## src/rtl/i2c_tgt_pkg.sv

```systemverilog
package i2c_tgt_pkg;

    localparam int ADDR_W = 7;
    localparam int BYTE_W = ADDR_W + 1;
    localparam int CNT_W  = $clog2(BYTE_W + 2);

    // reserved 11110xx pattern in the upper address bits
    localparam logic [4:0] EXT_PREFIX = 5'b11110;

    typedef enum logic [1:0] {
        PH_IDLE,
        PH_ADDR,
        PH_RX,
        PH_TX
    } phase_e;

    typedef struct packed {
        logic scl;
        logic sda;
        logic scl_rise;
        logic scl_fall;
        logic start;
        logic stop;
    } bus_ev_t;

    typedef struct packed {
        logic              done;        // eighth bit sampled
        logic              ninth_rise;  // rising edge of the ack clock
        logic              ack_fall;    // falling edge opening the ack slot
        logic              slot_end;    // falling edge closing the ack slot
        logic [BYTE_W-1:0] data;
    } slot_t;

    function automatic logic is_ext_code(input logic [ADDR_W-1:0] a);
        return a[ADDR_W-1 -: 5] == EXT_PREFIX;
    endfunction

endpackage

```

## src/rtl/i2c_tgt_sync.sv

```systemverilog
module i2c_tgt_sync
    import i2c_tgt_pkg::*;
#(
    parameter int STAGES = 2
) (
    input  logic    clk,
    input  logic    rst,
    input  logic    scl_i,
    input  logic    sda_i,
    output bus_ev_t ev
);

    logic [STAGES-1:0] scl_ff;
    logic [STAGES-1:0] sda_ff;
    logic              scl_q;
    logic              sda_q;

    generate
        for (genvar i = 0; i < STAGES; i++) begin : g_stage
            always_ff @(posedge clk) begin
                if (rst) begin
                    scl_ff[i] <= 1'b1;
                    sda_ff[i] <= 1'b1;
                end else if (i == 0) begin
                    scl_ff[i] <= scl_i;
                    sda_ff[i] <= sda_i;
                end else begin
                    scl_ff[i] <= scl_ff[(i == 0) ? 0 : i-1];
                    sda_ff[i] <= sda_ff[(i == 0) ? 0 : i-1];
                end
            end
        end
    endgenerate

    always_ff @(posedge clk) begin
        if (rst) begin
            scl_q <= 1'b1;
            sda_q <= 1'b1;
        end else begin
            scl_q <= scl_ff[STAGES-1];
            sda_q <= sda_ff[STAGES-1];
        end
    end

    always_comb begin
        ev.scl      = scl_ff[STAGES-1];
        ev.sda      = sda_ff[STAGES-1];
        ev.scl_rise = ev.scl & ~scl_q;
        ev.scl_fall = ~ev.scl & scl_q;
        ev.start    = ev.scl & scl_q & sda_q & ~ev.sda;
        ev.stop     = ev.scl & scl_q & ~sda_q & ev.sda;
    end

endmodule

```

## src/rtl/i2c_tgt_shifter.sv

```systemverilog
module i2c_tgt_shifter
    import i2c_tgt_pkg::*;
(
    input  logic  clk,
    input  logic  rst,
    input  logic  clr,
    input  logic  scl_rise,
    input  logic  scl_fall,
    input  logic  sda,
    output slot_t slot
);

    logic [BYTE_W-2:0] shreg;
    logic [CNT_W-1:0]  cnt;

    localparam logic [CNT_W-1:0] LAST_BIT = CNT_W'(BYTE_W - 1);
    localparam logic [CNT_W-1:0] ACK_BIT  = CNT_W'(BYTE_W);
    localparam logic [CNT_W-1:0] SLOT_END = CNT_W'(BYTE_W + 1);

    always_ff @(posedge clk) begin
        if (rst || clr) begin
            shreg <= '0;
            cnt   <= '0;
        end else begin
            if (scl_rise) begin
                if (cnt < ACK_BIT) begin
                    shreg <= {shreg[BYTE_W-3:0], sda};
                end
                if (cnt <= ACK_BIT) begin
                    cnt <= cnt + 1'b1;
                end
            end else if (scl_fall && cnt == SLOT_END) begin
                cnt <= '0;
            end
        end
    end

    always_comb begin
        slot.done       = scl_rise && cnt == LAST_BIT;
        slot.ninth_rise = scl_rise && cnt == ACK_BIT;
        slot.ack_fall   = scl_fall && cnt == ACK_BIT;
        slot.slot_end   = scl_fall && cnt == SLOT_END;
        slot.data       = {shreg, sda};
    end

endmodule

```

## src/rtl/i2c_tgt_ctrl.sv

```systemverilog
module i2c_tgt_ctrl
    import i2c_tgt_pkg::*;
(
    input  logic              clk,
    input  logic              rst,
    input  logic              start,
    input  logic              stop,
    input  logic              sda,
    input  slot_t             slot,
    input  logic [ADDR_W-1:0] own_addr,
    input  logic              ack_en,
    output phase_e            phase,
    output logic              sda_oe,
    output logic              irq,
    output logic              dir_flag,
    output logic [BYTE_W-1:0] rx_data,
    output logic              rx_valid
);

    logic ack_pend;
    logic tx_nack;
    logic addr_hit;

    always_comb begin
        addr_hit = (slot.data[BYTE_W-1:1] == own_addr)
                 || is_ext_code(slot.data[BYTE_W-1:1]);
    end

    always_ff @(posedge clk) begin
        if (rst) begin
            phase    <= PH_IDLE;
            sda_oe   <= 1'b0;
            irq      <= 1'b0;
            dir_flag <= 1'b0;
            rx_data  <= '0;
            rx_valid <= 1'b0;
            ack_pend <= 1'b0;
            tx_nack  <= 1'b0;
        end else begin
            irq      <= 1'b0;
            rx_valid <= 1'b0;
            if (start) begin
                phase    <= PH_ADDR;
                sda_oe   <= 1'b0;
                ack_pend <= 1'b0;
                tx_nack  <= 1'b0;
            end else if (stop) begin
                phase    <= PH_IDLE;
                sda_oe   <= 1'b0;
                ack_pend <= 1'b0;
            end else if (phase != PH_IDLE) begin
                if (slot.done) begin
                    case (phase)
                        PH_ADDR: begin
                            if (addr_hit) begin
                                irq      <= 1'b1;
                                dir_flag <= slot.data[0];
                                ack_pend <= ack_en;
                            end else begin
                                phase <= PH_IDLE;
                            end
                        end
                        PH_RX: begin
                            rx_data  <= slot.data;
                            rx_valid <= 1'b1;
                            ack_pend <= ack_en;
                        end
                        default: ack_pend <= 1'b0;
                    endcase
                end
                if (slot.ninth_rise && phase == PH_TX) begin
                    tx_nack <= sda;
                end
                if (slot.ack_fall) begin
                    sda_oe <= ack_pend;
                end
                if (slot.slot_end) begin
                    sda_oe   <= 1'b0;
                    ack_pend <= 1'b0;
                    if (phase == PH_ADDR) begin
                        phase <= dir_flag ? PH_TX : PH_RX;
                    end else if (phase == PH_TX && tx_nack) begin
                        phase <= PH_IDLE;
                    end
                end
            end
        end
    end

endmodule

```

## src/rtl/i2c_tgt_addr_ack.sv

```systemverilog
module i2c_tgt_addr_ack
    import i2c_tgt_pkg::*;
#(
    parameter int SYNC_STAGES = 2
) (
    input  logic              clk,
    input  logic              rst,
    input  logic              scl_i,
    input  logic              sda_i,
    input  logic [ADDR_W-1:0] own_addr,
    input  logic              ack_en,
    output logic              sda_oe,
    output logic              irq,
    output logic              dir_flag,
    output logic              addressed,
    output logic [BYTE_W-1:0] rx_data,
    output logic              rx_valid
);

    bus_ev_t ev;
    slot_t   slot;
    phase_e  phase;
    logic    scl_s;

    i2c_tgt_sync #(.STAGES(SYNC_STAGES)) u_sync (
        .clk   (clk),
        .rst   (rst),
        .scl_i (scl_i),
        .sda_i (sda_i),
        .ev    (ev)
    );

    i2c_tgt_shifter u_shift (
        .clk      (clk),
        .rst      (rst),
        .clr      (ev.start | ev.stop),
        .scl_rise (ev.scl_rise),
        .scl_fall (ev.scl_fall),
        .sda      (ev.sda),
        .slot     (slot)
    );

    i2c_tgt_ctrl u_ctrl (
        .clk      (clk),
        .rst      (rst),
        .start    (ev.start),
        .stop     (ev.stop),
        .sda      (ev.sda),
        .slot     (slot),
        .own_addr (own_addr),
        .ack_en   (ack_en),
        .phase    (phase),
        .sda_oe   (sda_oe),
        .irq      (irq),
        .dir_flag (dir_flag),
        .rx_data  (rx_data),
        .rx_valid (rx_valid)
    );

    assign scl_s     = ev.scl;
    assign addressed = (phase == PH_RX) || (phase == PH_TX);

endmodule

```

## config.mk

```make
export PLATFORM = sky130hd
export DESIGN_NAME = i2c_tgt_addr_ack
export DESIGN_NICKNAME = d
export VERILOG_FILES = /design/src/rtl/i2c_tgt_pkg.sv /design/src/rtl/i2c_tgt_sync.sv /design/src/rtl/i2c_tgt_shifter.sv /design/src/rtl/i2c_tgt_ctrl.sv /design/src/rtl/i2c_tgt_addr_ack.sv
export SDC_FILE = /design/constraint.sdc
export NUM_CORES = 1
export LEC_CHECK = 0
export ABC_AREA = 1
export ABC_CLOCK_PERIOD_IN_PS = 1580
export BUFFER_PORTS_ARGS = -buffer_cell sky130_fd_sc_hd__buf_2
export CAP_MARGIN = 15
export CORE_MARGIN = 3
export CORE_UTILIZATION = 45
export CTS_CLUSTER_DIAMETER = 50
export DETAILED_ROUTE_END_ITERATION = 8
export HOLD_SLACK_MARGIN = 0.1
export PLACE_DENSITY_LB_ADDON = 0.25
export RECOVER_POWER = 50
export SLEW_MARGIN = 0
export SYNTH_ARGS = -nofsm -noshare
export SYNTH_HDL_FRONTEND = slang
export SYNTH_SLANG_ARGS = --single-unit
```

## constraint.sdc

```tcl
create_clock -name clk -period 1.58 [get_ports clk]
set_input_delay 0 -clock clk [delete_from_list [all_inputs] [get_ports clk]]
set_output_delay 0 -clock clk [all_outputs]
set_load 0.02 [all_outputs]
```

# --- Yosys cells after proc, flatten, opt, wreduce, memory -nomap -nowiden ---
# Cells that the tools add are included.
totals:
  input_bits: 12
  mem_count: 0
  out_inout_bits: 13
  rom_bits: 0
  latch_bits: 0
  reg_bits: 33
  wordCells: 93
  ramBits: 0
classes:
  n_div: 0
  n_reduce_logical: 25
  n_mul: 0
  n_lt_le_gt_ge: 2
  shifts: 0
  eq_ne: 10
  bitwise: 17
  n_mux: 21
  add_sub_neg: 1
op_table:
  columns: ["op", "n"]
  rows:
  - ["2-bit 2-to-1 mux", 6]
  - ["4-bit 2-to-1 mux", 3]
  - ["1-bit 2-to-1 mux", 11]
  - ["1-bit inverter", 9]
  - ["4-bit == test (second input constant)", 2]
  - ["2-bit nonzero test", 4]
  - ["1-bit AND", 7]
  - ["7-bit == test", 1]
  - ["1-bit logical AND", 6]
  - ["2-bit AND reduction", 3]
  - ["3-bit AND reduction", 2]
  - ["6-bit AND reduction", 1]
  - ["6-bit OR reduction", 1]
  - ["5-bit == test (second input constant)", 1]
  - ["5-bit AND reduction", 1]
  - ["5-bit OR reduction", 1]
  - ["4-bit by 1-bit adder with 4-bit output (second input constant)", 1]
  - ["2-bit == test (second input constant)", 2]
  - ["4-bit by 3-bit == test with 1-bit output (second input constant)", 1]
  - ["4-bit <= comparator (second input constant)", 1]
  - ["4-bit less-than comparator (second input constant)", 1]
  - ["1-bit logical OR", 3]
  - ["3-bit by 2-bit inequality test with 1-bit output (second input constant)", 1]
  - ["3-bit nonzero test", 1]
  - ["6 further kinds", 6]

# --- Depth between registers and ports, before layout ---
# Gate-level depths: netlist (run 1).
logic_depth:
  depth_word: 11
  depth_mapped: 11
  depth_no_buf: 11

# --- Cells and area by module ---
# A second synthesis (run 1) with hierarchy kept.
unflattened:
  cells_unflattened: 238
  hier_area_um2: 1716.6
modules_own_cells:
  columns: ["mod", "area_per_inst_um2", "seq_area_each_um2", "instances", "cells_each"]
  rows:
  - ["i2c_tgt_ctrl", 900.9, 320.3, 1, 124]
  - ["i2c_tgt_shifter", 588.1, 220.2, 1, 84]
  - ["i2c_tgt_sync", 212.7, 120.1, 1, 26]
  - ["i2c_tgt_addr_ack", 15.0, 0.0, 1, 4]

# --- Worst setup path after synthesis (run 1) ---
# Ideal clock, no wire load.
synth_path:
  path_kind: "reg-to-reg"
  from: "reg u_shift.cnt[0]"
  to: "reg u_ctrl.phase[1]"
  path_buffers: 0
  setup_slack_ns: 0.261
  arrival_time_ns: 1.200
  setup_time_ns: 0.119
  t_required_ns: 1.461
  period_less_slack_ns: 1.319
  path_stages_with_launch: 9
  cell_sequence: "dfxtp_1 ha_1 nand4_2 nor2_1 nand3_1 nand2_1 nand2_1 nand2_1 a21oi_1"
synth_between:
  elab_chain_len: 6
  word_cells_on_any_way: 8
  classes_between: "2 x eq/ne; 4 x mux; 2 x reduce/logical"
synth_rtl:
  columns: ["element", "line_no", "source"]
  rows:
  - ["start: declaration", "i2c_tgt_shifter.sv:14", "logic [CNT_W-1:0] cnt;"]
  - ["start signal: assignment", "i2c_tgt_shifter.sv:30", "cnt <= cnt + 1'b1;"]
  - ["4-bit by 3-bit == test with 1-bit output", "i2c_tgt_shifter.sv:39", "slot.done = scl_rise && cnt == LAST_BIT;"]
  - ["1-bit logical AND", "i2c_tgt_shifter.sv:39", null]
  - ["2-bit 2-to-1 mux", "i2c_tgt_ctrl.sv:52", "if (slot.done) begin"]
  - ["2-bit 2-to-1 mux", "i2c_tgt_ctrl.sv:82", "end else if (phase == PH_TX && tx_nack) begin"]
  - ["2-bit 2-to-1 mux", "i2c_tgt_ctrl.sv:80", "if (phase == PH_ADDR) begin"]
  - ["2-bit 2-to-1 mux (*)", "i2c_tgt_ctrl.sv:77", "if (slot.slot_end) begin"]
  - ["end signal: assignment", "i2c_tgt_ctrl.sv:81", "phase <= dir_flag ? PH_TX : PH_RX;"]
  - ["end: declaration", "i2c_tgt_ctrl.sv:12", "output phase_e phase,"]
# Every way passes the cells marked *; elsewhere a longest branch is shown, timed or not.
# A chain may end at the register's enable or synchronous reset.

# --- Worst setup path in the final report (run 1) ---
# Same ends and word-level chain as after synthesis.

==> results.toml, run 1 <==
[sta]
finClkSkew_ns = 0.009464
maxSlewHeadroom_pct = 68.38
period_share_pct = 89.80
rsz0062_at_grt = "no"
worst_pin_slew_ns = 0.4742
fmax_mhz = 704.8
slew_viol_final = 0
setup_tns_ns = 0
fin_crit_ns = 1.419
hold_violations = 0
hold_ws_ns = 0.2451
final-setup-viol-count = 0

[die]
start_util_pct = 47.21
coreArea_mm2 = 0.003390
die-area_mm2 = 0.004308
die_y_um = 65.64
rows = 21
boundaryPins = 25
fp.dieW_um = 65.64

[route]
ant_nets = 0
first_pass_iters = 5
drt-initial-drc-count = 90
via_count = 1360
wl_per_cell_um = 10.81
routed_wirelength_um = 3168
avgViaCountPerCell = 4.642
drc = 0

[worst_setup_path]
r2r-start = "u_shift.cnt[0]"
crit_path_end_kind = "flip-flop"
cp.arrival_ns = 1.64
critPathRequiredTime_ns = 1.80
path_class = "flip-flop to flip-flop"
startpoint_type = "flip-flop"
rrSetupSlack_ns = 0.16
cp_max_fo = 6
r2r_cells = 8
r2r_end = "u_ctrl.phase[1]"

[run_status]
outcome = "finished, final reports clean"

[power_and_ir_drop]
irDropWorstVdd_v = 0.0008364
p_leak_uw = 0.0008149
powerDensity_mw_per_mm2 = 1029

[finish]
final_cell_mix = "nand2_1 (43), dfxtp_1 (31), nor2_1 (20)"
area_growth_pct = 19.94
n_fill_cell = 340
antenna_cells = 0
final_cells = 293
final_common_cell = "nand2_1"
final_cell_area_mm2 = 0.001919
drive_above_1_share_pct = 20.65
num-nets-final = 266

[cts]
cts-root-buf = "clkbuf_4"
clkTransAtPathRegs_ns = 0.10
cts_tree = "built"
h-tree-depth = 2
worstSkewPairLatency_ns = 0.33
clock_path_buffers = 2
cts_sinks = 33
postCtsSetupBuffers = 0
numCtsBuffers = 5

[placed_design]
dpl_cell_area_mm2 = 0.001789
gp_congestion = 0.9073
port_buffers = 24
placedCellCount = 279
dp.final_hpwl_um = 2391

[grt]
antenna_found_initial = 0
grt_pass1_wl_um = 5526
grt_pass1_vias = 1244
track_usage_pct = 16.91
grt_max_degree = 12
overflow = 0

[logic_synthesis]
yosysTopAreaCell = "dfxtp_1"
ys_seq_elements = 33
synth_fp_nets = 226
netlist_area_mm2 = 0.001600
ys_types = 29
yosys_warnings = 0
ys_seq_area_share_pct = 41.28
synth_top_area_share_pct = 41.28
syn_inst = 206
syn_avg_cell_area_um2 = 7.768
ys_top_cells_by_area = "dfxtp_1 (41%), nand2_1 (10%), ha_1 (6.3%)"

[min_path]
holdCritStartpoint = "own_addr[0]"
hold_path.class = "input port to flip-flop"
min_delay_worst_endpoint = "u_ctrl.irq"
hold_path_depth = 8

[flow_run]
drv_cap = 0
==> cell families after synthesis <==
family | Yosys count | synth area share, %
AOI/OAI and AO/OA | 34 | 12.51
xor gates and xnor gates | 5 | 2.736
adders and majority gates | 8 | 6.255
buffers and inverters | 28 | 8.366
DFF | 33 | 41.28
and+or+nand+nor | 98 | 28.85
==> report_power, final <==
group	total (µW)	internal [µW]	switching (µW)
combinational	426	167	259
sequential	891	865	25.8
clock	658	378	280
total	1980	1410	565
==> worst max-delay path, stage by stage, from the launching register on <==
cell,delay (ns)
dfxtp_2,0.39
ha_1,0.19
nand4_2,0.17
nor2_1,0.20
nand3_1,0.12
nand2_1,0.07
nand2_1,0.04
nand2_1,0.06
a21oi_1,0.06
==> how the worst max path moves through the flow <==
| stage | slack, ns | end | cells after the start | start |
|---|---|---|---|---|
| after floorplan | 0.26 | u_ctrl.phase[1] | 8 | u_shift.cnt[0] |
| after global placement | 0.09 | u_ctrl.rx_data[6] | 7 | u_shift.cnt[0] |
| after detailed placement | 0.1 | u_ctrl.rx_data[6] | 7 | u_shift.cnt[0] |
| after CTS | 0.06 | u_ctrl.rx_data[6] | 7 | u_shift.cnt[0] |
| after global routing | 0.02 | u_ctrl.phase[1] | 8 | u_shift.cnt[0] |
| final | 0.16 | u_ctrl.phase[1] | 8 | u_shift.cnt[0] |
==> flip-flops by register name, indices dropped and copies added, names as in the netlist <==
signal / flops
u_ctrl.ack_pend: 1
u_ctrl.rx_data: 8
u_shift.cnt: 4
u_ctrl.phase: 2
u_ctrl.sda_oe: 1
u_ctrl.rx_valid: 1
u_ctrl.irq: 1
u_sync.scl_q: 1
u_sync.sda_q: 1
u_sync.sda_ff: 1
u_ctrl.dir_flag: 1
u_sync.scl_ff: 1
u_shift.shreg: 7
u_ctrl.tx_nack: 1
u_sync.ev: 2
==> final cells by class <==
cell class | instances | area (µm²) | share of cell area (%)
Multi-Input combinational cell | 145 | 805.8 | 41.98
Tap cell | 46 | 57.56 | 2.999
Sequential cell | 33 | 663.1 | 34.55
Clock inverter | 1 | 30.03 | 1.565
Clock buffer | 7 | 55.05 | 2.868
Inverter | 24 | 95.09 | 4.954
Timing Repair Buffer | 37 | 212.7 | 11.08
==> repair_timing <==
item | CTS | global route
gates resized for setup | 0 | 3
hold endpoints to repair | 8 | 0
endpoints found under the setup margin | 0 | 10
hold buffers | 6 | 0
==> per-layer routing <==
| metal | vias to the layer above | share of wire (%) | GRT usage (%) | wire length (µm) |
|---|---|---|---|---|
| li1 | 748 | - | - | - |
| met1 | 592 | 51 | 22.11 | 1607 |
| met2 | 15 | 44 | 25.53 | 1394 |
| met3 | 5 | 3.4 | 4.274 | 109 |
| met4 | 0 | 1.8 | 8.549 | 57 |
| met5 | - | 0 | 0 | 0 |
==> Yosys cell counts <==
cell type / count
a211oi_2: 1
a21oi_1: 19
a21oi_2: 3
a311oi_1: 1
buf_4: 1
buf_6: 3
dfxtp_1: 33
ha_1: 8
inv_1: 19
inv_2: 4
inv_4: 1
nand2_1: 43
nand2_2: 4
nand2_4: 1
nand3_1: 12
nand3_2: 1
nand4_1: 3
nand4_2: 1
nor2_1: 20
nor2_2: 1
nor2_4: 2
nor3_1: 3
nor4_1: 3
o21ai_0: 7
o21ai_1: 1
o21ai_2: 2
or2_2: 4
xnor2_1: 4
xor2_1: 1
==> metrics by stage <==
step	setup WS (ns)	total power, µW	utilization, %
after global placement	0.09370	1325	52.79
final	0.1612	1975	56.63
after floorplan	0.2609	1187	-
after detailed placement	0.09603	1324	52.79
after CTS	0.05995	1998	57.07
after global routing	0.01916	2114	56.63
(Power assumes the default switching activity.)
==> run 2, diff against run 1 <==
Settings changed: MAX_ROUTING_LAYER from default to met4.
==> run 2 against run 1 <==
Effect of this change: worst setup slack worse by 0.0065 ns; non-clock buffer count unchanged; hold slack got worse by 0.0017 ns; sequential cell count is the same; die area stayed put; global-route usage up 0.48 points; first-iteration DRC count fell by 5.6%; sequential share of layout area stayed put; cell area did not move; utilization is the same; clock-buffer cell count did not move; largest power group unchanged; highest routed layer unchanged.
==> results.toml, run 2 (synthesis gave the netlist of run 1 again) <==
[run_status]
outcome = "finished, final reports clean"

[sta]
fmax_mhz = 701.6
setup_tns_ns = 0
hold_violations = 0
slew_viol_final = 0
hold_ws_ns = 0.2434
rsz0062_at_grt = "no"
worst_pin_slew_ns = 0.4742
final-setup-viol-count = 0
maxSlewHeadroom_pct = 68.38
fin_crit_ns = 1.425
period_share_pct = 90.21
finClkSkew_ns = 0.008364

[cts]
postCtsSetupBuffers = 0
cts_tree = "built"
cts_sinks = 33
h-tree-depth = 2
clock_path_buffers = 2
numCtsBuffers = 5
clkTransAtPathRegs_ns = 0.10
worstSkewPairLatency_ns = 0.33
cts-root-buf = "clkbuf_4"

[route]
wl_per_cell_um = 10.83
ant_nets = 0
first_pass_iters = 4
routed_wirelength_um = 3174
drt-initial-drc-count = 85
via_count = 1353
drc = 0
avgViaCountPerCell = 4.618

[finish]
antenna_cells = 0
n_fill_cell = 340
num-nets-final = 266
top_register = "u_ctrl.rx_data"
final_common_cell = "nand2_1"
area_growth_pct = 19.94
final_cell_mix = "nand2_1 (43), dfxtp_1 (31), nor2_1 (20)"
largest_registers = "u_ctrl.rx_data x8, u_shift.shreg x7, u_shift.cnt x4"
largest_reg_flops = 8
drive_above_1_share_pct = 20.65

[placed_design]
port_buffers = 24
dp.final_hpwl_um = 2391
gp_congestion = 0.9229

[grt]
overflow = 0
track_usage_pct = 17.39
grt_max_degree = 12
antenna_found_initial = 0
grt_pass1_wl_um = 5526
grt_pass1_vias = 1243

[die]
start_util_pct = 47.21
fp.dieW_um = 65.64
die_y_um = 65.64
boundaryPins = 25
die-area_mm2 = 0.004308
rows = 21
coreArea_mm2 = 0.003390

[worst_setup_path]
crit_path_end_kind = "flip-flop"
cp.arrival_ns = 1.65
worst_path_most_repeated_cell = "nand2_1"
slowest_delay_ns = 0.39
cp_max_fo = 6
crit_path_top_delay_cell = "dfxtp_2"
crit_buf_inv = 0
startpoint_type = "flip-flop"
path_class = "flip-flop to flip-flop"
path_delay_family = "simple AND/OR/NAND/NOR gates"
path_cells = "ha_1 -> nand4_2 -> nor2_1 -> nand3_1 -> nand2_1 -> nand2_1 -> nand2_1 -> a21oi_1"
critPathRequiredTime_ns = 1.80

[power_and_ir_drop]
irDropWorstVdd_v = 0.0008376
internal-power_uw = 1410
p_comb_share_pct = 21.5
pwr-share-clk_pct = 33.4
switching_share_pct = 28.67
seqPwrFrac_pct = 45.1
powerDensity_mw_per_mm2 = 1030
p_sw_uw = 566.5
p_leak_uw = 0.0008149

[min_path]
hold_path.class = "input port to flip-flop"

[flow_run]
drv_cap = 0
-- run 2: area by class of cell --
cell class	instances	area [µm²]	area share (%)
flip-flops and latches	33	663.1	34.55
well taps	46	57.56	2.999
clock inverters	1	30.03	1.565
clock buffers	7	55.05	2.868
multi-input cells	145	805.8	41.98
inverters	24	95.09	4.954
repair buffers	37	212.7	11.08
-- run 2: metrics by stage --
stage	utilization, %	instance area, µm²	setup slack (ns)	cells	total power (µW)
global placement	52.79	1789	0.09370	279	1325
finish	56.63	1919	0.1547	293	1976
detailed placement	52.79	1789	0.09603	279	1324
floorplan	-	1600	0.2609	206	1187
CTS	57.07	1934	0.05995	293	1998
global route	56.63	1919	0.01916	293	2114
-- run 2: routing by layer --
metal  track usage [%]  part of all wire, %  up-vias
met2             25.41                   44       15
li1                  -                    -      747
met1             22.32                   51      586
met5                 -                    0        -
met3             4.274                  3.4        5
met4             8.549                  1.8        0
-- run 2: worst register-to-register path, delay by kind of cell (launching register included) --
kind            cells  cell delay [ns]
flops               1             0.39
fa+ha+maj           1             0.19
compound gates      1             0.06
simple gates        6             0.67
-- run 2: power by group through the flow --
| stage | Clock [µW] | Combinational, µW | Sequential (µW) |
|---|---|---|---|
| 6_report | 660 | 426 | 891 |
| 5_1_grt | 713 | 504 | 896 |
| 4_1_cts | 680 | 431 | 887 |
| 3_5_place_dp | 0 | 419 | 905 |
| 3_3_place_gp | 0 | 418 | 907 |
| 2_1_floorplan | 0 | 279 | 908 |
-- run 2: repair_timing --
action | 4_1_cts | 5_1_grt
gates resized for setup | 0 | 3
hold buffers | 6 | 0
hold endpoints to repair | 8 | 0
setup endpoints to repair | 0 | 10
-- run 2: path summary, 6_finish.rpt --
kind               startpoint              end  slack (ns)  depth (start not counted)
min               own_addr[0]       u_ctrl.irq        0.24                          8
max reg2reg    u_shift.cnt[0]  u_ctrl.phase[1]        0.15                          8
min reg2reg  u_sync.sda_ff[0]     u_sync.ev[4]        0.42                          1
max            u_shift.cnt[0]  u_ctrl.phase[1]        0.15                          8
